## src/rtl/pwr_dn_pkg.sv

```systemverilog
package pwr_dn_pkg;
    localparam int CW      = 7;
    localparam int B_RSTN  = 0;
    localparam int B_ISO   = 1;
    localparam int B_ON    = 2;
    localparam int B_ON2   = 3;
    localparam int B_CKD   = 4;
    localparam int B_SCKI  = 5;
    localparam int B_SISOB = 6;
    localparam logic [CW-1:0] CTL_RUN = 7'b100_1101;

    typedef enum logic [3:0] {
        S_IDLE, S_CFG, S_ISO, S_CKISO, S_SRISO, S_PDN, S_WACK,
        S_RST, S_CLKD, S_ON, S_ON2, S_WOFF
    } seq_st_e;

    typedef enum logic [3:0] {
        OP_NONE, OP_ISO, OP_CKISO, OP_SRISO, OP_PDN,
        OP_RST, OP_CLKD, OP_ON, OP_ON2
    } step_op_e;
endpackage

```

## src/rtl/pwr_dn_decode.sv

```systemverilog
module pwr_dn_decode
    import pwr_dn_pkg::*;
#(
    parameter int NUM_DOM  = 3,
    parameter int SEL_W    = 2,
    parameter int STA_W    = 32,
    parameter int STA_BASE = 10
) (
    input  logic [SEL_W-1:0]   sel_i,
    input  logic [SEL_W-1:0]   dom_i,
    input  logic [NUM_DOM-1:0] ack_vec_i,
    input  logic [STA_W-1:0]   sta_i,
    input  logic [STA_W-1:0]   sta2_i,
    output logic               sel_ok_o,
    output logic [NUM_DOM-1:0] dom_oh_o,
    output logic               ack_o,
    output logic               off_o
);
    logic [NUM_DOM-1:0] sta_sub, sta2_sub;

    assign sel_ok_o = (sel_i != '0) && (sel_i <= SEL_W'(NUM_DOM));

    genvar g;
    generate
        for (g = 0; g < NUM_DOM; g++) begin : g_dom
            assign dom_oh_o[g] = (dom_i == SEL_W'(g + 1));
            assign sta_sub[g]  = sta_i[STA_BASE + g];
            assign sta2_sub[g] = sta2_i[STA_BASE + g];
        end
    endgenerate

    assign ack_o = |(dom_oh_o & ack_vec_i);
    assign off_o = (|dom_oh_o) && ((dom_oh_o & (sta_sub | sta2_sub)) == '0);

    wire unused_sta = ^{sta_i, sta2_i};
endmodule

```

## src/rtl/pwr_dn_fsm.sv

```systemverilog
module pwr_dn_fsm
    import pwr_dn_pkg::*;
#(
    parameter int SEL_W = 2
) (
    input  logic             clk,
    input  logic             rst_n,
    input  logic             start_i,
    input  logic [SEL_W-1:0] sel_i,
    input  logic             sel_ok_i,
    input  logic             ack_i,
    input  logic             off_i,
    output logic [SEL_W-1:0] dom_o,
    output logic             busy_o,
    output logic             done_o,
    output logic             cfg_wr_o,
    output step_op_e         op_o
);
    typedef struct packed {
        seq_st_e          st;
        logic [SEL_W-1:0] dom;
        logic             busy;
        logic             done;
        logic             cfg_wr;
    } fsm_t;

    fsm_t r_q, r_d;

    always_comb begin
        r_d        = r_q;
        r_d.done   = 1'b0;
        r_d.cfg_wr = 1'b0;
        op_o       = OP_NONE;
        case (r_q.st)
            S_IDLE: if (start_i && sel_ok_i) begin
                r_d.st   = S_CFG;
                r_d.dom  = sel_i;
                r_d.busy = 1'b1;
            end
            S_CFG:   begin r_d.cfg_wr = 1'b1; r_d.st = S_ISO; end
            S_ISO:   begin op_o = OP_ISO;   r_d.st = S_CKISO; end
            S_CKISO: begin op_o = OP_CKISO; r_d.st = S_SRISO; end
            S_SRISO: begin op_o = OP_SRISO; r_d.st = S_PDN; end
            S_PDN:   begin op_o = OP_PDN;   r_d.st = S_WACK; end
            S_WACK:  if (ack_i) r_d.st = S_RST;
            S_RST:   begin op_o = OP_RST;   r_d.st = S_CLKD; end
            S_CLKD:  begin op_o = OP_CLKD;  r_d.st = S_ON; end
            S_ON:    begin op_o = OP_ON;    r_d.st = S_ON2; end
            S_ON2:   begin op_o = OP_ON2;   r_d.st = S_WOFF; end
            S_WOFF:  if (off_i) begin
                r_d.done = 1'b1;
                r_d.busy = 1'b0;
                r_d.st   = S_IDLE;
            end
            default: r_d.st = S_IDLE;
        endcase
    end

    always_ff @(posedge clk or negedge rst_n) begin
        if (!rst_n) begin
            r_q <= '{st: S_IDLE, dom: '0, busy: 1'b0, done: 1'b0, cfg_wr: 1'b0};
        end else begin
            r_q <= r_d;
        end
    end

    assign dom_o    = r_q.dom;
    assign busy_o   = r_q.busy;
    assign done_o   = r_q.done;
    assign cfg_wr_o = r_q.cfg_wr;
endmodule

```

## src/rtl/pwr_dn_bank.sv

```systemverilog
module pwr_dn_bank
    import pwr_dn_pkg::*;
#(
    parameter int NUM_DOM = 3
) (
    input  logic                  clk,
    input  logic                  rst_n,
    input  step_op_e              op_i,
    input  logic [NUM_DOM-1:0]    dom_oh_i,
    output logic [NUM_DOM*CW-1:0] ctl_o,
    output logic [NUM_DOM-1:0]    pdn_o
);
    genvar g;
    generate
        for (g = 0; g < NUM_DOM; g++) begin : g_fld
            logic [CW-1:0] ctl_d, ctl_q;
            logic          pdn_d, pdn_q;

            always_comb begin
                ctl_d = ctl_q;
                pdn_d = pdn_q;
                if (dom_oh_i[g]) begin
                    case (op_i)
                        OP_ISO:   ctl_d[B_ISO]   = 1'b1;
                        OP_CKISO: ctl_d[B_SCKI]  = 1'b1;
                        OP_SRISO: ctl_d[B_SISOB] = 1'b0;
                        OP_PDN:   pdn_d          = 1'b1;
                        OP_RST:   ctl_d[B_RSTN]  = 1'b0;
                        OP_CLKD:  ctl_d[B_CKD]   = 1'b1;
                        OP_ON:    ctl_d[B_ON]    = 1'b0;
                        OP_ON2:   ctl_d[B_ON2]   = 1'b0;
                        default:  ;
                    endcase
                end
            end

            always_ff @(posedge clk or negedge rst_n) begin
                if (!rst_n) begin
                    ctl_q <= CTL_RUN;
                    pdn_q <= 1'b0;
                end else begin
                    ctl_q <= ctl_d;
                    pdn_q <= pdn_d;
                end
            end

            assign ctl_o[g*CW +: CW] = ctl_q;
            assign pdn_o[g]          = pdn_q;
        end
    endgenerate
endmodule

```

## src/rtl/pwr_dn_seq.sv

```systemverilog
module pwr_dn_seq
    import pwr_dn_pkg::*;
#(
    parameter int          NUM_DOM  = 3,
    parameter int          STA_W    = 32,
    parameter int          STA_BASE = 10,
    parameter int          CFG_W    = 32,
    parameter logic [15:0] CFG_KEY  = 16'hA5C3,
    localparam int         SEL_W    = $clog2(NUM_DOM + 1),
    localparam int         CTL_W    = NUM_DOM * CW
) (
    input  logic               clk,
    input  logic               rst_n,
    input  logic               start_i,
    input  logic [SEL_W-1:0]   sel_i,
    input  logic [NUM_DOM-1:0] pdn_ack_i,
    input  logic [STA_W-1:0]   pwr_sta_i,
    input  logic [STA_W-1:0]   pwr_sta2_i,
    output logic [CTL_W-1:0]   pwr_ctl_o,
    output logic [NUM_DOM-1:0] pdn_req_o,
    output logic               cfg_wr_o,
    output logic [CFG_W-1:0]   cfg_data_o,
    output logic               busy_o,
    output logic               done_o
);
    logic               sel_ok, ack_sel, off_sel;
    logic [SEL_W-1:0]   dom_q;
    logic [NUM_DOM-1:0] dom_oh;
    step_op_e           op;

    assign cfg_data_o = {CFG_KEY, {(CFG_W - 17){1'b0}}, 1'b1};

    pwr_dn_decode #(
        .NUM_DOM(NUM_DOM), .SEL_W(SEL_W), .STA_W(STA_W), .STA_BASE(STA_BASE)
    ) i_decode (
        .sel_i(sel_i), .dom_i(dom_q), .ack_vec_i(pdn_ack_i),
        .sta_i(pwr_sta_i), .sta2_i(pwr_sta2_i),
        .sel_ok_o(sel_ok), .dom_oh_o(dom_oh), .ack_o(ack_sel), .off_o(off_sel)
    );

    pwr_dn_fsm #(.SEL_W(SEL_W)) i_fsm (
        .clk(clk), .rst_n(rst_n), .start_i(start_i), .sel_i(sel_i),
        .sel_ok_i(sel_ok), .ack_i(ack_sel), .off_i(off_sel),
        .dom_o(dom_q), .busy_o(busy_o), .done_o(done_o),
        .cfg_wr_o(cfg_wr_o), .op_o(op)
    );

    pwr_dn_bank #(.NUM_DOM(NUM_DOM)) i_bank (
        .clk(clk), .rst_n(rst_n), .op_i(op), .dom_oh_i(dom_oh),
        .ctl_o(pwr_ctl_o), .pdn_o(pdn_req_o)
    );
endmodule

```

## config.mk

```make
export PLATFORM = sky130hd
export DESIGN_NAME = pwr_dn_seq
export DESIGN_NICKNAME = d
export VERILOG_FILES = /design/src/rtl/pwr_dn_pkg.sv /design/src/rtl/pwr_dn_decode.sv /design/src/rtl/pwr_dn_fsm.sv /design/src/rtl/pwr_dn_bank.sv /design/src/rtl/pwr_dn_seq.sv
export SDC_FILE = /design/constraint.sdc
export NUM_CORES = 1
export LEC_CHECK = 0
export CAP_MARGIN = 40
export CORE_MARGIN = 2
export CORE_UTILIZATION = 65
export CTS_BUF_LIST = sky130_fd_sc_hd__clkbuf_4
export CTS_CLUSTER_SIZE = 12
export DETAILED_ROUTE_END_ITERATION = 10
export DONT_BUFFER_PORTS = 1
export PLACE_DENSITY = 0.92
export SLEW_MARGIN = 10
export SYNTH_ARGS = -nofsm -noshare
export SYNTH_HDL_FRONTEND = slang
export SYNTH_SLANG_ARGS = --single-unit
```

## constraint.sdc

```tcl
create_clock -name clk -period 2.3 [get_ports clk]
set_clock_uncertainty 0.05 [all_clocks]
set_input_delay 0.23 -clock clk [delete_from_list [all_inputs] [get_ports clk]]
set_output_delay 0.23 -clock clk [all_outputs]
set_load 0.01 [all_outputs]
```

======== Yosys cells after proc, flatten, opt, wreduce, memory -nomap -nowiden ========
Cells that the tools add are included.
Widths: inputs -> output; s select.
storage, ports and cells
  bits in registers ....................... 33
  bits of input ports ..................... 72
  output and inout bits ................... 59
  logic and storage cells ................. 103
cells by class
  order comparisons ....................... 1
  equality and inequality tests ........... 25
  muxes and demuxes ....................... 9
  bitwise operators ....................... 3
  reduce and logical (&&, ||, !) cells .... 36
operator list
  cell                number
  $reduce_and 2->1    25
  $pmux 4 s12         1
  $eq 4x3->1 const B  8
  $pmux 4 s8          1
  $eq 4x4->1 const B  5
  $eq 4x2->1 const B  4
  $eq 4x1->1 const B  2
  $mux 4              2
  $mux 7              1
  $and 3x3->3         2
  $reduce_and 3->1    2
  $reduce_or 3->1     2
  $eq 2x2->1 const B  2
  $logic_not 4->1     1
  $ne 2x2->1 const B  2
  $reduce_bool 2->1   2
  $logic_and 1x1->1   3
  $logic_not 3->1     1
  $or 3x3->3          1
  $eq 2x1->1 const B  1
  $le 2x2->1 const B  1
  $mux 1              2
  $mux 2              1
  $ne 2x1->1 const B  1
  $pmux 1 s2          1

======== Logic depth before layout (Yosys ltp) ========
Gate-level depths: netlist (run 1).
  word-level depth ........................ 6
  mapped depth ............................ 5
  gate-level depth less buffers ........... 3

======== Cells and area by module ========
A second synthesis (run 1) with hierarchy kept.
unflattened totals
  cells, all modules ...................... 162
  area total of the unflattened synthesis .. 1788.0 µm²
by module, submodules not included
  module         instances  cells an instance  area an instance (µm²)
  pwr_dn_bank    1          69                 969.7
  pwr_dn_fsm     1          49                 490.5
  pwr_dn_seq     1          34                 247.7
  pwr_dn_decode  1          10                 80.1

======== Worst setup path after synthesis (run 1) ========
Ideal clock, no wire load.
  kind .................................... register -> register
  start point ............................. register i_fsm.r_q, in the netlist i_fsm.dom_o[1]
  end point ............................... register i_fsm.r_q, in the netlist i_fsm.busy_o
  library setup time ...................... 0.125 ns
  arrival time ............................ 1.335 ns
  setup slack ............................. 0.790 ns
  cell stages (with the launch flop) ...... 5
  buffers on the path ..................... 1
  clock period less this slack ............ 1.510 ns
  cells stage by stage .................... dfrtp_1 -> buf_6 -> or4b_1 -> a311oi_2 -> o21bai_1
on the way
  cells in the longest elaborated chain, start to end .. 6
  elaborated cells between the ends (all ways) .. 9
ends and longest elaborated chain
  element                                   RTL line             RTL
  from (decl)                               pwr_dn_fsm.sv:27     fsm_t r_q, r_d;
  from (signal assigned)                    pwr_dn_fsm.sv:61     r_q <= '{st: S_IDLE, dom: '0, busy: 1'b0, done: 1'b0, cfg_wr: 1'b0};
  from (signal assigned)                    pwr_dn_fsm.sv:63     r_q <= r_d;
  $eq 2x1->1 or $eq 2x2->1 (tied branches)  pwr_dn_decode.sv:26  assign dom_oh_o[g] = (dom_i == SEL_W'(g + 1));
  $and 3x3->3                               pwr_dn_decode.sv:33  assign off_o = (|dom_oh_o) && ((dom_oh_o & (sta_sub | sta2_sub)) == '0);
  $logic_not 3->1                           pwr_dn_decode.sv:33
  $logic_and 1x1->1 *                       pwr_dn_decode.sv:33
  $ne 2x2->1 (no line) *                    -
  $reduce_and 3->1 (no line) *              -
Every way passes the cells marked *; elsewhere a longest branch is shown, timed or not.
A chain may end at the register's enable or synchronous reset.

======== Worst setup path after layout (run 1) ========
  start point ............................. register i_fsm.r_q[8] (netlist name)
  end point ............................... register i_fsm.r_q, in the netlist i_fsm.dom_o[0]
on the way
  cells in the longest elaborated chain, start to end .. 2
ends and longest elaborated chain
  element                     RTL line          RTL
  $logic_not 4->1             pwr_dn_fsm.sv:34  case (r_q.st)
  $reduce_and 2->1 (no line)  -
No other way between the ends.

==> reports/summary.json, run 1 <==
{
  "status": {
    "result_of_the_run": "finished clean"
  },
  "logic_synthesis": {
    "synthXorXnorAreaFrac": 0.00534,
    "syn_area_um2": 1640,
    "post_synth_num_cell_types": 37,
    "synth_compound_area_frac": 0.162,
    "yosysSeqAreaShare": 0.513,
    "synth_fa_ha_area_frac": 0,
    "main_combinational_cell_family_by_area_after_synthesis": "buffers and inverters",
    "yosys-mux-area-fraction": 0.0206,
    "ys_async_sr_fraction": 1.00,
    "avgSynthCellArea_um2": 11.4,
    "number_of_standard_cells_after_synthesis": 144,
    "post_synth_and_or_nand_nor_area_fraction": 0.110,
    "postSynth.topFlopCell": "sky130_fd_sc_hd__dfrtp_1",
    "yosys_warnings": 0,
    "synth_seq_cells": 33,
    "synth-edff-count": 0
  },
  "clocking": {
    "max_root_sink_buffers": 2,
    "cts-htree-levels": 2,
    "clock-root-buffer": "sky130_fd_sc_hd__clkbuf_4",
    "worst_skew_pair.late_latency_ns": 0.33,
    "tritoncts_num_sinks": 33,
    "post_cts_buffers": 0,
    "cts-resized-gates": 0,
    "cts_hold_buf": 4,
    "clkTransAtPathRegs_ns": 0.10,
    "tritoncts.num_buffers": 5,
    "cts_tree": "yes"
  },
  "final_layout": {
    "seq_area_um2": 841,
    "area_delta_synth_final_pct": -1.91,
    "nNetsFinal": 217,
    "antennaDiodeCount": 0,
    "ratio_of_cells_with_drive_above_1_in_the_final_layout": 0.178,
    "fillerInstances": 178,
    "multiInputGateArea_um2": 609
  },
  "worst_setup_path": {
    "worst-endpoint-arrival_ns": 1.88,
    "critical_path_class": "reg2reg",
    "required_time_at_the_endpoint_of_the_critical_path_ns": 2.46,
    "ff2ff_setup_slack_ns": 0.59,
    "timing_startpoint_of_the_critical_path": "i_fsm.r_q[8]$_DFFE_PN0P_",
    "crit_path_max_fanout": 10,
    "worstSetupEndpointType": "flop",
    "critical_path.endpoint": "i_fsm.dom_o[0]$_DFFE_PN0P_",
    "worst_r2r_startpoint": "i_fsm.r_q[8]$_DFFE_PN0P_",
    "crit-reg2reg-capture": "i_fsm.dom_o[0]$_DFFE_PN0P_",
    "reg2regPathDepth": 3,
    "worst_setup_path_start_kind": "flop"
  },
  "floorplanning": {
    "coreArea_um2": 2430,
    "floorplan.initialDensity": 0.674,
    "std_cell_rows": 18,
    "die_w_um": 54.2,
    "pin_count": 131,
    "y_dimension_of_the_die_um": 54.2,
    "design.die.area_um2": 2940
  },
  "placement": {
    "place.gp.congestion": 0.790,
    "numPortBuffers": 0,
    "post-dp-hpwl_um": 2080
  },
  "sta": {
    "tightest_slew_ns": 0.723,
    "fin_crit_ns": 1.71,
    "grt_setup_unrepaired": "false",
    "slew_violations": 0,
    "setup_tns_ns": 0,
    "fmax_mhz": 584,
    "report.final.setup_viol": 0,
    "layout_worst_path_cycle_share": 0.744,
    "hold_violations": 0,
    "max-slew-margin-rel": 0.517
  },
  "routing": {
    "drcViolationCount": 0,
    "routed_via_density": 5.57,
    "dr.first_iter.drc_count": 32,
    "drt.antenna.violating_nets": 0,
    "route.detailed.wl_per_inst_um": 16.6,
    "num_vias": 981,
    "total_wirelength_um": 2920,
    "dr.pass1.iters": 5
  },
  "global_routing": {
    "pin_count_of_the_biggest_net_entering_global_routing": 34,
    "track_usage": 0.218,
    "global_route_wire_length_before_repair_um": 4320,
    "grt.met1_usage": 0.261,
    "grtUsageMet3": 0.0710,
    "most_crowded_layer_gr": "met2",
    "grt_antenna_before_repair": 0,
    "grt-ovfl-total": 0,
    "number_of_global_route_vias_before_repair": 918,
    "use_met2": 0.341
  },
  "power_and_ir_drop": {
    "ir_worst_vdd_v": 0.000488,
    "design_power_total_uw": 952,
    "total_leakage_power_nw": 0.833,
    "power.density_nw_per_um2": 592
  },
  "hold_path": {
    "hp-class": "in2reg"
  },
  "run": {
    "drv_cap": 0
  }
}
[synth_stat cells, drive strengths merged (2+ instances only)]
cell type  count  area share
dfstp         12        0.19
nor3           6       0.018
o21ai          2      0.0061
dfrtp         21        0.32
a31o           3       0.016
nand2b         4       0.015
clkbuf         3      0.0069
buf           38        0.17
a21boi        12       0.055
a21o           9       0.041
inv            2      0.0046
conb           2      0.0046
or4b           2       0.012
mux2           3       0.021
nand4bb        2       0.014
nor2b          2      0.0076
nor2           6       0.014
[layer usage]
metal	up-vias	wire length [um]
li1	431	-
met3	8	256
met1	474	1110
met4	0	49
met2	68	1500
met5	-	0
[cells by family (layout without fill, tap and decap cells)]
| logic type | Yosys count | in the layout |
|---|---|---|
| buffers and inverters | 43 | 15 |
| muxes | 3 | 3 |
| other | 2 | 32 |
| AOI/OAI and AO/OA | 34 | 34 |
| and+or+nand+nor | 28 | 28 |
| xor gates and xnor gates | 1 | 1 |
| DFF | 33 | 33 |
[sequential cells by signal, summed over array words and instances (netlist names)]
signal              count
i_fsm.cfg_wr_o          1
i_fsm.done_o            1
i_fsm.r_q               4
i_bank.g_fld.ctl_q     21
i_fsm.dom_o             2
i_fsm.busy_o            1
i_bank.g_fld.pdn_q      3
[power by group]
| part | switching, mW | internal [mW] | total (mW) | leakage, nW |
|---|---|---|---|---|
| Sequential | 0 | 0.581 | 0.581 | 0.396 |
| Clock | 0.184 | 0.141 | 0.325 | 0.0338 |
| Combinational | 0.0371 | 0.00895 | 0.0460 | 0.403 |
| Total | 0.221 | 0.731 | 0.952 | 0.833 |
[area by class of cell]
class / instances / share of cell area
multi-input combinational: 98 / 0.379
clock buffer: 7 / 0.0327
sequential: 33 / 0.523
clock inverter: 1 / 0.00233
inverter: 2 / 0.00467
timing repair buffer: 5 / 0.0358
tap: 30 / 0.0233
[how the worst min path moves through the flow]
stage	startpoint	endpoint	slack (ns)	cells past startpoint
5_1_grt	pdn_ack_i[1]	i_fsm.r_q[5]$_DFFE_PN0P_	0.08	2
3_5_place_dp	rst_n	i_bank.g_fld[2].pdn_q$_DFFE_PN0P_	-0.12	0
4_1_cts	pdn_ack_i[1]	i_fsm.r_q[5]$_DFFE_PN0P_	0.08	2
3_3_place_gp	rst_n	i_bank.g_fld[0].pdn_q$_DFFE_PN0P_	-0.11	0
2_1_floorplan	rst_n	i_bank.g_fld[0].ctl_q[1]$_DFFE_PN0P_	-0.12	0
6_report	pdn_ack_i[1]	i_fsm.r_q[5]$_DFFE_PN0P_	0.08	2
[layout by cell type, fill, tap and decap left out, types with 2 or more instances in the layout]
cell	instances
sky130_fd_sc_hd__dlygate4sd3_1	3
sky130_fd_sc_hd__or4b_1	2
sky130_fd_sc_hd__nand2b_1	4
sky130_fd_sc_hd__conb_1	32
sky130_fd_sc_hd__dfrtp_1	21
sky130_fd_sc_hd__nor2b_1	2
sky130_fd_sc_hd__a21o_1	9
sky130_fd_sc_hd__a21boi_1	11
sky130_fd_sc_hd__nand4bb_1	2
sky130_fd_sc_hd__mux2_1	2
sky130_fd_sc_hd__nor3_1	6
sky130_fd_sc_hd__dfstp_2	12
sky130_fd_sc_hd__a31o_1	3
sky130_fd_sc_hd__o21ai_1	2
sky130_fd_sc_hd__clkbuf_4	7
sky130_fd_sc_hd__nor2_1	6
[worst max-delay path, stage by stage, from the launching register on]
cell and delay (ns):
sky130_fd_sc_hd__dfrtp_1 0.50, sky130_fd_sc_hd__nor2_1 0.29, sky130_fd_sc_hd__nor4b_2 0.39, sky130_fd_sc_hd__mux2_1 0.36
[metrics by stage]
| step | util | hold slack (ns) | setup slack, ns | instance area, um2 | std cells |
|---|---|---|---|---|---|
| 3_3_place_gp | 0.618 | -0.115 | 0.686 | 1500 | 164 |
| 3_5_place_dp | 0.618 | -0.115 | 0.651 | 1500 | 164 |
| 6_report | 0.662 | 0.0824 | 0.588 | 1610 | 176 |
| 2_1_floorplan | - | -0.116 | 0.790 | 1750 | 174 |
| 4_1_cts | 0.662 | 0.0795 | 0.612 | 1610 | 176 |
| 5_1_grt | 0.662 | 0.0769 | 0.515 | 1610 | 176 |
Power figures use the tool's default switching activity.
==> inputs of run 2 (changes only) <==
- ABC_AREA: not set -> 1
- clock period: 2.3 -> 1.6 ns (I/O delays scaled with it)
==> reports/summary.json, run 2 <==
{
  "floorplanning": {
    "design.die.area": {"value": 3030, "unit": "um2", "change": "+2.9%"},
    "die_w": {"value": 55.0, "unit": "um", "change": "+1.4%"},
    "pin_count": {"value": 131, "change": "unchanged"},
    "coreArea": {"value": 2480, "unit": "um2", "change": "+1.9%"},
    "y_dimension_of_the_die": {"value": 55.0, "unit": "um", "change": "+1.4%"},
    "std_cell_rows": {"value": 18, "change": "unchanged"},
    "floorplan.initialDensity": {"value": 0.683, "change": "+0.00845"}
  },
  "logic_synthesis": {
    "syn_area": {"value": 1690, "unit": "um2", "change": "+3.1%"},
    "synth_seq_cells": {"value": 33, "change": "unchanged"},
    "yosysSeqAreaShare": {"value": 0.497, "change": "-0.0155"},
    "synth_common_cells": "sky130_fd_sc_hd__buf_4, sky130_fd_sc_hd__inv_1, sky130_fd_sc_hd__dfrtp_1",
    "synth-edff-count": {"value": 0, "change": "unchanged"},
    "synth_area_leaders": "sky130_fd_sc_hd__dfrtp_1, sky130_fd_sc_hd__dfstp_2, sky130_fd_sc_hd__buf_4, sky130_fd_sc_hd__a31o_2, sky130_fd_sc_hd__inv_1",
    "number_of_standard_cells_after_synthesis": {"value": 179, "change": "+24%"},
    "yosys_warnings": {"value": 0, "change": "unchanged"},
    "yosysTopAreaCell": "sky130_fd_sc_hd__dfrtp_1",
    "synth_top_cell_area_share": {"value": 0.311, "change": "-0.00972"},
    "library_cell_with_the_highest_instance_count_after_synthesis": "sky130_fd_sc_hd__buf_4",
    "postSynth.topFlopCell": "sky130_fd_sc_hd__dfrtp_1",
    "post_synth_num_cell_types": {"value": 24, "change": "-35%"},
    "avgSynthCellArea": {"value": 9.45, "unit": "um2", "change": "-17%"},
    "ys_async_sr_fraction": {"value": 1.00, "change": "unchanged"}
  },
  "global_routing": {
    "track_usage": {"value": 0.230, "change": "+0.0115"},
    "pin_count_of_the_biggest_net_entering_global_routing": {"value": 34, "change": "unchanged"},
    "number_of_global_route_vias_before_repair": {"value": 1107, "change": "+21%"},
    "grt_antenna_before_repair": {"value": 0, "change": "unchanged"},
    "grt-ovfl-total": {"value": 0, "change": "unchanged"},
    "global_route_wire_length_before_repair": {"value": 4800, "unit": "um", "change": "+11%"}
  },
  "final_layout": {
    "most-common-layout-cells": "sky130_fd_sc_hd__conb_1, sky130_fd_sc_hd__inv_1, sky130_fd_sc_hd__dfrtp_1",
    "layout.cells.most_common": "sky130_fd_sc_hd__conb_1",
    "largest_registers": "i_bank.g_fld.ctl_q: 21 flops, i_fsm.r_q: 4 flops, i_bank.g_fld.pdn_q: 3 flops",
    "ratio_of_cells_with_drive_above_1_in_the_final_layout": {"value": 0.251, "change": "+0.0733"},
    "fillerInstances": {"value": 201, "change": "+13%"},
    "largest_register": "i_bank.g_fld.ctl_q",
    "post_layout_nonfiller_instances": {"value": 217, "change": "+23%"},
    "nNetsFinal": {"value": 258, "change": "+19%"},
    "area_delta_synth_final_pct": 1.70,
    "finish.instance_area": {"value": 1720, "unit": "um2", "change": "+6.9%"},
    "layout.core_utilization": {"value": 0.694, "change": "+0.0329"},
    "antennaDiodeCount": {"value": 0, "change": "unchanged"},
    "largest_reg_flops": {"value": 21, "change": "unchanged"}
  },
  "worst_setup_path": {
    "crit_path_cell_trace": "nor2_4 > nand2_2 > nor2b_2 > nor2_1 > nand3_1 > nand2_1",
    "critical_path.slowest_cell": "sky130_fd_sc_hd__dfrtp_1",
    "timing.critical_path.slowest_cell_delay": {"value": 0.51, "unit": "ns", "change": "about the same"},
    "path_buf_inv": {"value": 0, "change": "unchanged"},
    "required_time_at_the_endpoint_of_the_critical_path": {"value": 1.77, "unit": "ns", "change": "-0.69 ns"},
    "critical_path.top_delay_family": "simple AND/OR/NAND/NOR gates",
    "crit_path_max_fanout": {"value": 8, "change": "-2"},
    "worstSetupEndpointType": "flop",
    "critical_path_class": "reg2reg",
    "worst_setup_path_start_kind": "flop",
    "worst-endpoint-arrival": {"value": 1.58, "unit": "ns", "change": "-0.30 ns"}
  },
  "power_and_ir_drop": {
    "total_leakage_power": {"value": 0.884, "unit": "nW", "change": "+6.1%"},
    "p_seq_frac": {"value": 0.474, "change": "-0.136"},
    "p_int": {"value": 1.76, "unit": "mW", "change": "+140%"},
    "ir_worst_vdd": {"value": 0.00100, "unit": "V", "change": "+110%"},
    "power_frac_comb": {"value": 0.325, "change": "+0.277"},
    "switching_share": {"value": 0.414, "change": "+0.181"},
    "design_power_total": {"value": 3.01, "unit": "mW", "change": "+220%"},
    "switchingPower": {"value": 1.24, "unit": "mW", "change": "+460%"},
    "clock_power_share": {"value": 0.201, "change": "-0.140"},
    "power.density": {"value": 1750, "unit": "nW/um2", "change": "+200%"}
  },
  "clocking": {
    "tritoncts.num_buffers": {"value": 5, "change": "unchanged"},
    "worst_skew_pair.late_latency": {"value": 0.32, "unit": "ns", "change": "about the same"},
    "cts_tree": "yes",
    "cts-resized-gates": {"value": 0, "change": "unchanged"},
    "tritoncts_num_sinks": {"value": 33, "change": "unchanged"},
    "clock-root-buffer": "sky130_fd_sc_hd__clkbuf_4",
    "max_root_sink_buffers": {"value": 2, "change": "unchanged"},
    "cts-htree-levels": {"value": 2, "change": "unchanged"},
    "clkTransAtPathRegs": {"value": 0.09, "unit": "ns", "change": "about the same"}
  },
  "routing": {
    "drt.antenna.violating_nets": {"value": 0, "change": "unchanged"},
    "route.detailed.wl_per_inst": {"value": 14.2, "unit": "um", "change": "-15%"},
    "drcViolationCount": {"value": 0, "change": "unchanged"},
    "dr.first_iter.drc_count": {"value": 19, "change": "-41%"},
    "num_vias": {"value": 1155, "change": "+18%"},
    "routed_via_density": {"value": 5.32, "change": "-4.5%"},
    "dr.pass1.iters": {"value": 5, "change": "unchanged"},
    "total_wirelength": {"value": 3080, "unit": "um", "change": "+5.4%"}
  },
  "placement": {
    "post-dp-hpwl": {"value": 2350, "unit": "um", "change": "+13%"},
    "dp_slack": {"value": 0.196, "unit": "ns", "change": "-0.454 ns"},
    "place.gp.congestion": {"value": 0.737, "change": "-6.7%"},
    "placement.cell_area": {"value": 1570, "unit": "um2", "change": "+4.6%"},
    "number_of_cells_in_the_design_after_placement": {"value": 203, "change": "+24%"},
    "numPortBuffers": {"value": 0, "change": "unchanged"}
  },
  "sta": {
    "report.final.setup_viol": {"value": 0, "change": "unchanged"},
    "setup_tns": {"value": 0, "unit": "ns", "change": "unchanged"},
    "fin_crit": {"value": 1.41, "unit": "ns", "change": "-0.304 ns"},
    "slew_violations": {"value": 0, "change": "unchanged"},
    "layout_worst_path_cycle_share": {"value": 0.880, "change": "+0.136"},
    "fmax": {"value": 710, "unit": "MHz", "change": "+22%"},
    "finalHoldWorstSlack": {"value": 0.0670, "unit": "ns", "change": "-0.0154 ns"},
    "hold_violations": {"value": 0, "change": "unchanged"},
    "grt_setup_unrepaired": "false",
    "final.setup.worst_slack": {"value": 0.192, "unit": "ns", "change": "-0.396 ns"}
  },
  "run": {
    "drv_cap": {"value": 0, "change": "unchanged"}
  },
  "status": {
    "result_of_the_run": "finished clean"
  },
  "hold_path": {
    "hp-class": "in2reg"
  }
}
## run 2: changes by cell type in the layout (fill, tap and decap cells not counted), moves of 6 or more
| cell | change |
|---|---|
| sky130_fd_sc_hd__a21boi_1 | -11 |
| sky130_fd_sc_hd__o21ai_0 | +16 |
| sky130_fd_sc_hd__nand3_1 | +6 |
| sky130_fd_sc_hd__inv_1 | +24 |
| sky130_fd_sc_hd__a31o_2 | +12 |
| sky130_fd_sc_hd__nand2_1 | +18 |
| sky130_fd_sc_hd__a21o_1 | -9 |
## run 2: timing repair
| action | CTS | global route |
|---|---|---|
| buffers inserted | 0 | 0 |
| hold endpoints to repair | 36 | 0 |
| hold buffers | 6 | 0 |
## run 2: worst paths after layout
| path | start | to | slack, ns | depth (start not counted) |
|---|---|---|---|---|
| setup / recovery | i_fsm.r_q[8]$_DFFE_PN0P_ | i_fsm.r_q[6]$_DFFE_PN0P_ | 0.19 | 6 |
| hold / removal | pwr_sta2_i[11] | i_fsm.done_o$_DFF_PN0_ | 0.07 | 5 |
| setup reg to reg | i_fsm.r_q[8]$_DFFE_PN0P_ | i_fsm.r_q[6]$_DFFE_PN0P_ | 0.19 | 6 |
| hold reg to reg | i_bank.g_fld[2].ctl_q[0]$_DFFE_PN1P_ | i_bank.g_fld[2].ctl_q[0]$_DFFE_PN1P_ | 0.43 | 2 |
| max in group asynchronous | rst_n | i_bank.g_fld[1].ctl_q[0]$_DFFE_PN1P_ | 1.01 | 2 |
| min in group asynchronous | rst_n | i_bank.g_fld[2].ctl_q[4]$_DFFE_PN0P_ | 0.24 | 2 |
## run 2: final cells by class
type / instances / area (um2) / area share
well taps: 30 / 37.5 / 0.0218
multi-input cells: 112 / 588 / 0.342
clock buffers: 6 / 45.0 / 0.0262
flip-flops and latches: 33 / 841 / 0.489
inverters: 28 / 105 / 0.0611
repair buffers: 6 / 70.1 / 0.0407
clock inverters: 2 / 33.8 / 0.0196
## run 2: power by group through the flow
stage	Sequential (mW)	Combinational (mW)	Clock (mW)
after global routing	1.47	1.09	0.666
after CTS	1.43	0.974	0.610
final	1.43	0.977	0.606
after global placement	1.43	0.878	0
after detailed placement	1.45	0.941	0
after floorplan	1.33	0.920	0
## run 2: tightest hold or removal path, stage by stage
cell                      delay (ns)
sky130_fd_sc_hd__inv_1          0.02
sky130_fd_sc_hd__nand3_1        0.05
sky130_fd_sc_hd__nand2_1        0.06
sky130_fd_sc_hd__nand4_1        0.09
sky130_fd_sc_hd__inv_1          0.04
## run 2: routing by layer
metal / share of wire / routed length (um) / GRT usage / vias up
li1: - / - / - / 520
met1: 0.36 / 1120 / 0.269 / 553
met2: 0.51 / 1560 / 0.393 / 76
met3: 0.12 / 372 / 0.0860 / 6
met4: 0.010 / 32 / 0.0650 / 0
met5: 0 / 0 / 0 / -
## run 2: logic make-up after synthesis
| kind of cell | synth area share |
|---|---|
| AO/OA/AOI/OAI | 0.137 |
| buffers and inverters | 0.222 |
| flip-flops | 0.497 |
| other | 0.00444 |
| AND/OR/NAND/NOR | 0.140 |
==> inputs of run 3 (changes only) <==
- clock period: 1.6 -> 1.3 ns (I/O delays scaled with it)
==> reports/summary.json, run 3 (synthesis results as in run 2) <==
{
  "power_and_ir_drop": {
    "clock_power_share": {"value": 0.187, "change": "-0.014"},
    "design_power_total": {"value": 4.14, "unit": "mW", "change": "+38%"},
    "p_int": {"value": 2.44, "unit": "mW", "change": "+38%"},
    "ir_worst_vdd": {"value": 0.00153, "unit": "V", "change": "+53%"},
    "power_frac_comb": {"value": 0.382, "change": "+0.057"},
    "p_seq_frac": {"value": 0.432, "change": "-0.042"},
    "switching_share": {"value": 0.411, "change": "-0.00210"},
    "total_leakage_power": {"value": 0.951, "unit": "nW", "change": "+7.6%"},
    "switchingPower": {"value": 1.70, "unit": "mW", "change": "+37%"},
    "power.density": {"value": 2220, "unit": "nW/um2", "change": "+27%"}
  },
  "final_layout": {
    "largest_reg_flops": {"value": 21, "change": "unchanged"},
    "area_delta_synth_final_pct": 10.3,
    "layout.core_utilization": {"value": 0.753, "change": "+0.0586"},
    "antennaDiodeCount": {"value": 0, "change": "unchanged"},
    "ratio_of_cells_with_drive_above_1_in_the_final_layout": {"value": 0.378, "change": "+0.127"},
    "nNetsFinal": {"value": 272, "change": "+5.4%"},
    "most-common-layout-cells": "sky130_fd_sc_hd__conb_1, sky130_fd_sc_hd__inv_1, sky130_fd_sc_hd__nand2_1",
    "largest_registers": "i_bank.g_fld.ctl_q: 21 flops, i_fsm.r_q: 4 flops, i_bank.g_fld.pdn_q: 3 flops",
    "largest_register": "i_bank.g_fld.ctl_q",
    "layout.cells.most_common": "sky130_fd_sc_hd__conb_1",
    "fillerInstances": {"value": 171, "change": "-15%"}
  },
  "sta": {
    "tightest_slew_ns": 0.514,
    "layout_worst_path_cycle_share": {"value": 0.967, "change": "+0.0867"},
    "grt_setup_unrepaired": "true",
    "final.setup.worst_slack": {"value": 0.0435, "unit": "ns", "change": "-0.149 ns"},
    "fmax": {"value": 796, "unit": "MHz", "change": "+12%"},
    "slew_violations": {"value": 0, "change": "unchanged"},
    "finalHoldWorstSlack": {"value": 0.0834, "unit": "ns", "change": "+0.0164 ns"},
    "report.final.setup_viol": {"value": 0, "change": "unchanged"},
    "max-slew-margin-rel": 0.654,
    "hold_violations": {"value": 0, "change": "unchanged"},
    "fin_crit": {"value": 1.26, "unit": "ns", "change": "-0.151 ns"}
  },
  "worst_setup_path": {
    "worst-endpoint-arrival": {"value": 1.44, "unit": "ns", "change": "-0.14 ns"},
    "critical_path_class": "reg2reg",
    "crit_path_max_fanout": {"value": 6, "change": "-2"},
    "crit_path_cell_trace": "inv_2 > nand3_2 > nand2_2 > nor2_2 > nor2_2 > nand2_1 > nand2_1 > nand2_1",
    "worstSetupEndpointType": "flop",
    "critical_path.slowest_cell": "sky130_fd_sc_hd__dfrtp_2",
    "required_time_at_the_endpoint_of_the_critical_path": {"value": 1.48, "unit": "ns", "change": "-0.29 ns"},
    "crit_path_frequent_cell": "sky130_fd_sc_hd__nand2_1",
    "timing.critical_path.slowest_cell_delay": {"value": 0.48, "unit": "ns", "change": "-0.03 ns"},
    "worst_setup_path_start_kind": "flop"
  },
  "floorplanning": {
    "std_cell_rows": {"value": 18, "change": "unchanged"},
    "coreArea": {"value": 2480, "unit": "um2", "change": "unchanged"},
    "design.die.area": {"value": 3030, "unit": "um2", "change": "unchanged"},
    "pin_count": {"value": 131, "change": "unchanged"},
    "y_dimension_of_the_die": {"value": 55.0, "unit": "um", "change": "unchanged"},
    "floorplan.initialDensity": {"value": 0.683, "change": "unchanged"},
    "die_w": {"value": 55.0, "unit": "um", "change": "unchanged"}
  },
  "clocking": {
    "clkTransAtPathRegs": {"value": 0.10, "unit": "ns", "change": "about the same"},
    "tritoncts_num_sinks": {"value": 33, "change": "unchanged"},
    "worst_skew_pair.late_latency": {"value": 0.35, "unit": "ns", "change": "+0.03 ns"},
    "clock-root-buffer": "sky130_fd_sc_hd__clkbuf_4",
    "max_root_sink_buffers": {"value": 2, "change": "unchanged"},
    "tritoncts.num_buffers": {"value": 5, "change": "unchanged"},
    "cts-htree-levels": {"value": 2, "change": "unchanged"},
    "cts_tree": "yes"
  },
  "global_routing": {
    "pin_count_of_the_biggest_net_entering_global_routing": {"value": 34, "change": "unchanged"},
    "number_of_global_route_vias_before_repair": {"value": 1131, "change": "+2.2%"},
    "global_route_wire_length_before_repair": {"value": 5180, "unit": "um", "change": "+7.9%"},
    "grt-ovfl-total": {"value": 0, "change": "unchanged"},
    "track_usage": {"value": 0.256, "change": "+0.0260"},
    "grt_antenna_before_repair": {"value": 0, "change": "unchanged"}
  },
  "placement": {
    "dp_slack": {"value": -0.0226, "unit": "ns", "change": "-0.219 ns"},
    "post-dp-hpwl": {"value": 2520, "unit": "um", "change": "+7.5%"},
    "numPortBuffers": {"value": 0, "change": "unchanged"},
    "place.gp.congestion": {"value": 0.741, "change": "+0.56%"}
  },
  "hold_path": {
    "hp-class": "in2reg"
  },
  "routing": {
    "drt.antenna.violating_nets": {"value": 0, "change": "unchanged"},
    "num_vias": {"value": 1225, "change": "+6.1%"},
    "drcViolationCount": {"value": 0, "change": "unchanged"},
    "dr.pass1.iters": {"value": 4, "change": "-1"},
    "route.detailed.wl_per_inst": {"value": 15.1, "unit": "um", "change": "+6.4%"},
    "total_wirelength": {"value": 3490, "unit": "um", "change": "+13%"},
    "dr.first_iter.drc_count": {"value": 22, "change": "+3"},
    "routed_via_density": {"value": 5.30, "change": "-0.37%"}
  },
  "status": {
    "result_of_the_run": "finished clean"
  },
  "run": {
    "drv_cap": {"value": 0, "change": "unchanged"}
  }
}
[run 3: cell count changes in the layout (fill, tap and decap cells not counted), moves of 3 or more]
cell	before	now
sky130_fd_sc_hd__dfrtp_1	21	15
sky130_fd_sc_hd__nor2_2	3	6
sky130_fd_sc_hd__dfrtp_2	0	6
sky130_fd_sc_hd__nor2_1	6	3
sky130_fd_sc_hd__buf_4	0	14
[run 3: final timing paths]
kind / start / endpoint / slack [ns] / depth (start not counted)
setup / recovery: i_fsm.dom_o[1]$_DFFE_PN0P_ / i_fsm.r_q[6]$_DFFE_PN0P_ / 0.04 / 8
setup reg to reg: i_fsm.dom_o[1]$_DFFE_PN0P_ / i_fsm.r_q[6]$_DFFE_PN0P_ / 0.04 / 8
hold / removal: pdn_ack_i[1] / i_fsm.r_q[5]$_DFFE_PN0P_ / 0.08 / 4
hold reg to reg: i_bank.g_fld[0].ctl_q[2]$_DFFE_PN1P_ / i_bank.g_fld[0].ctl_q[2]$_DFFE_PN1P_ / 0.45 / 2
min in group asynchronous: rst_n / i_bank.g_fld[1].pdn_q$_DFFE_PN0P_ / 0.16 / 2
max in group asynchronous: rst_n / i_bank.g_fld[1].ctl_q[0]$_DFFE_PN1P_ / 0.80 / 2
[run 3: power groups by stage]
| stage | Sequential, mW | Combinational [mW] | Clock, mW |
|---|---|---|---|
| 2_1_floorplan | 1.63 | 1.13 | 0 |
| 3_5_place_dp | 1.77 | 1.35 | 0 |
| 4_1_cts | 1.78 | 1.41 | 0.780 |
| 5_1_grt | 1.84 | 1.74 | 0.836 |
| 3_3_place_gp | 1.75 | 1.25 | 0 |
| 6_report | 1.79 | 1.58 | 0.773 |
[run 3: cell type report]
type	count	area (um2)	share of cell area
clock buffer	6	45.0	0.0241
multi-input combinational	112	616	0.330
tap	30	37.5	0.0201
inverter	28	110	0.0590
clock inverter	2	33.8	0.0181
sequential	33	848	0.455
timing repair buffer	20	175	0.0939
[run 3: layer usage]
layer / vias up / share of wire / global-route usage
met1: 601 / 0.36 / 0.280
li1: 550 / - / -
met4: 0 / 0.017 / 0.0935
met2: 67 / 0.53 / 0.437
met5: - / 0 / 0
met3: 7 / 0.092 / 0.113
[run 3: metrics by stage]
stage	cell area (um2)	TNS, ns	cells
CTS	1790	0	225
global placement	1630	0	211
global route	1870	-0.115	231
finish	1870	0	231
detailed placement	1630	-0.0324	211
floorplan	1800	0	209
[run 3: critical path: cells and delay by family (launching register included)]
| family | cells | cell delay, ns |
|---|---|---|
| and+or+nand+nor | 7 | 0.50 |
| DFF | 1 | 0.48 |
| buffers and inverters | 1 | 0.10 |
[run 3: repair_timing]
item	CTS	global route
endpoints found under the hold margin	36	0
pin swaps	3	7
resized for setup	7	13
buffers inserted	0	6
setup endpoints to repair	4	15
hold buffers	6	0
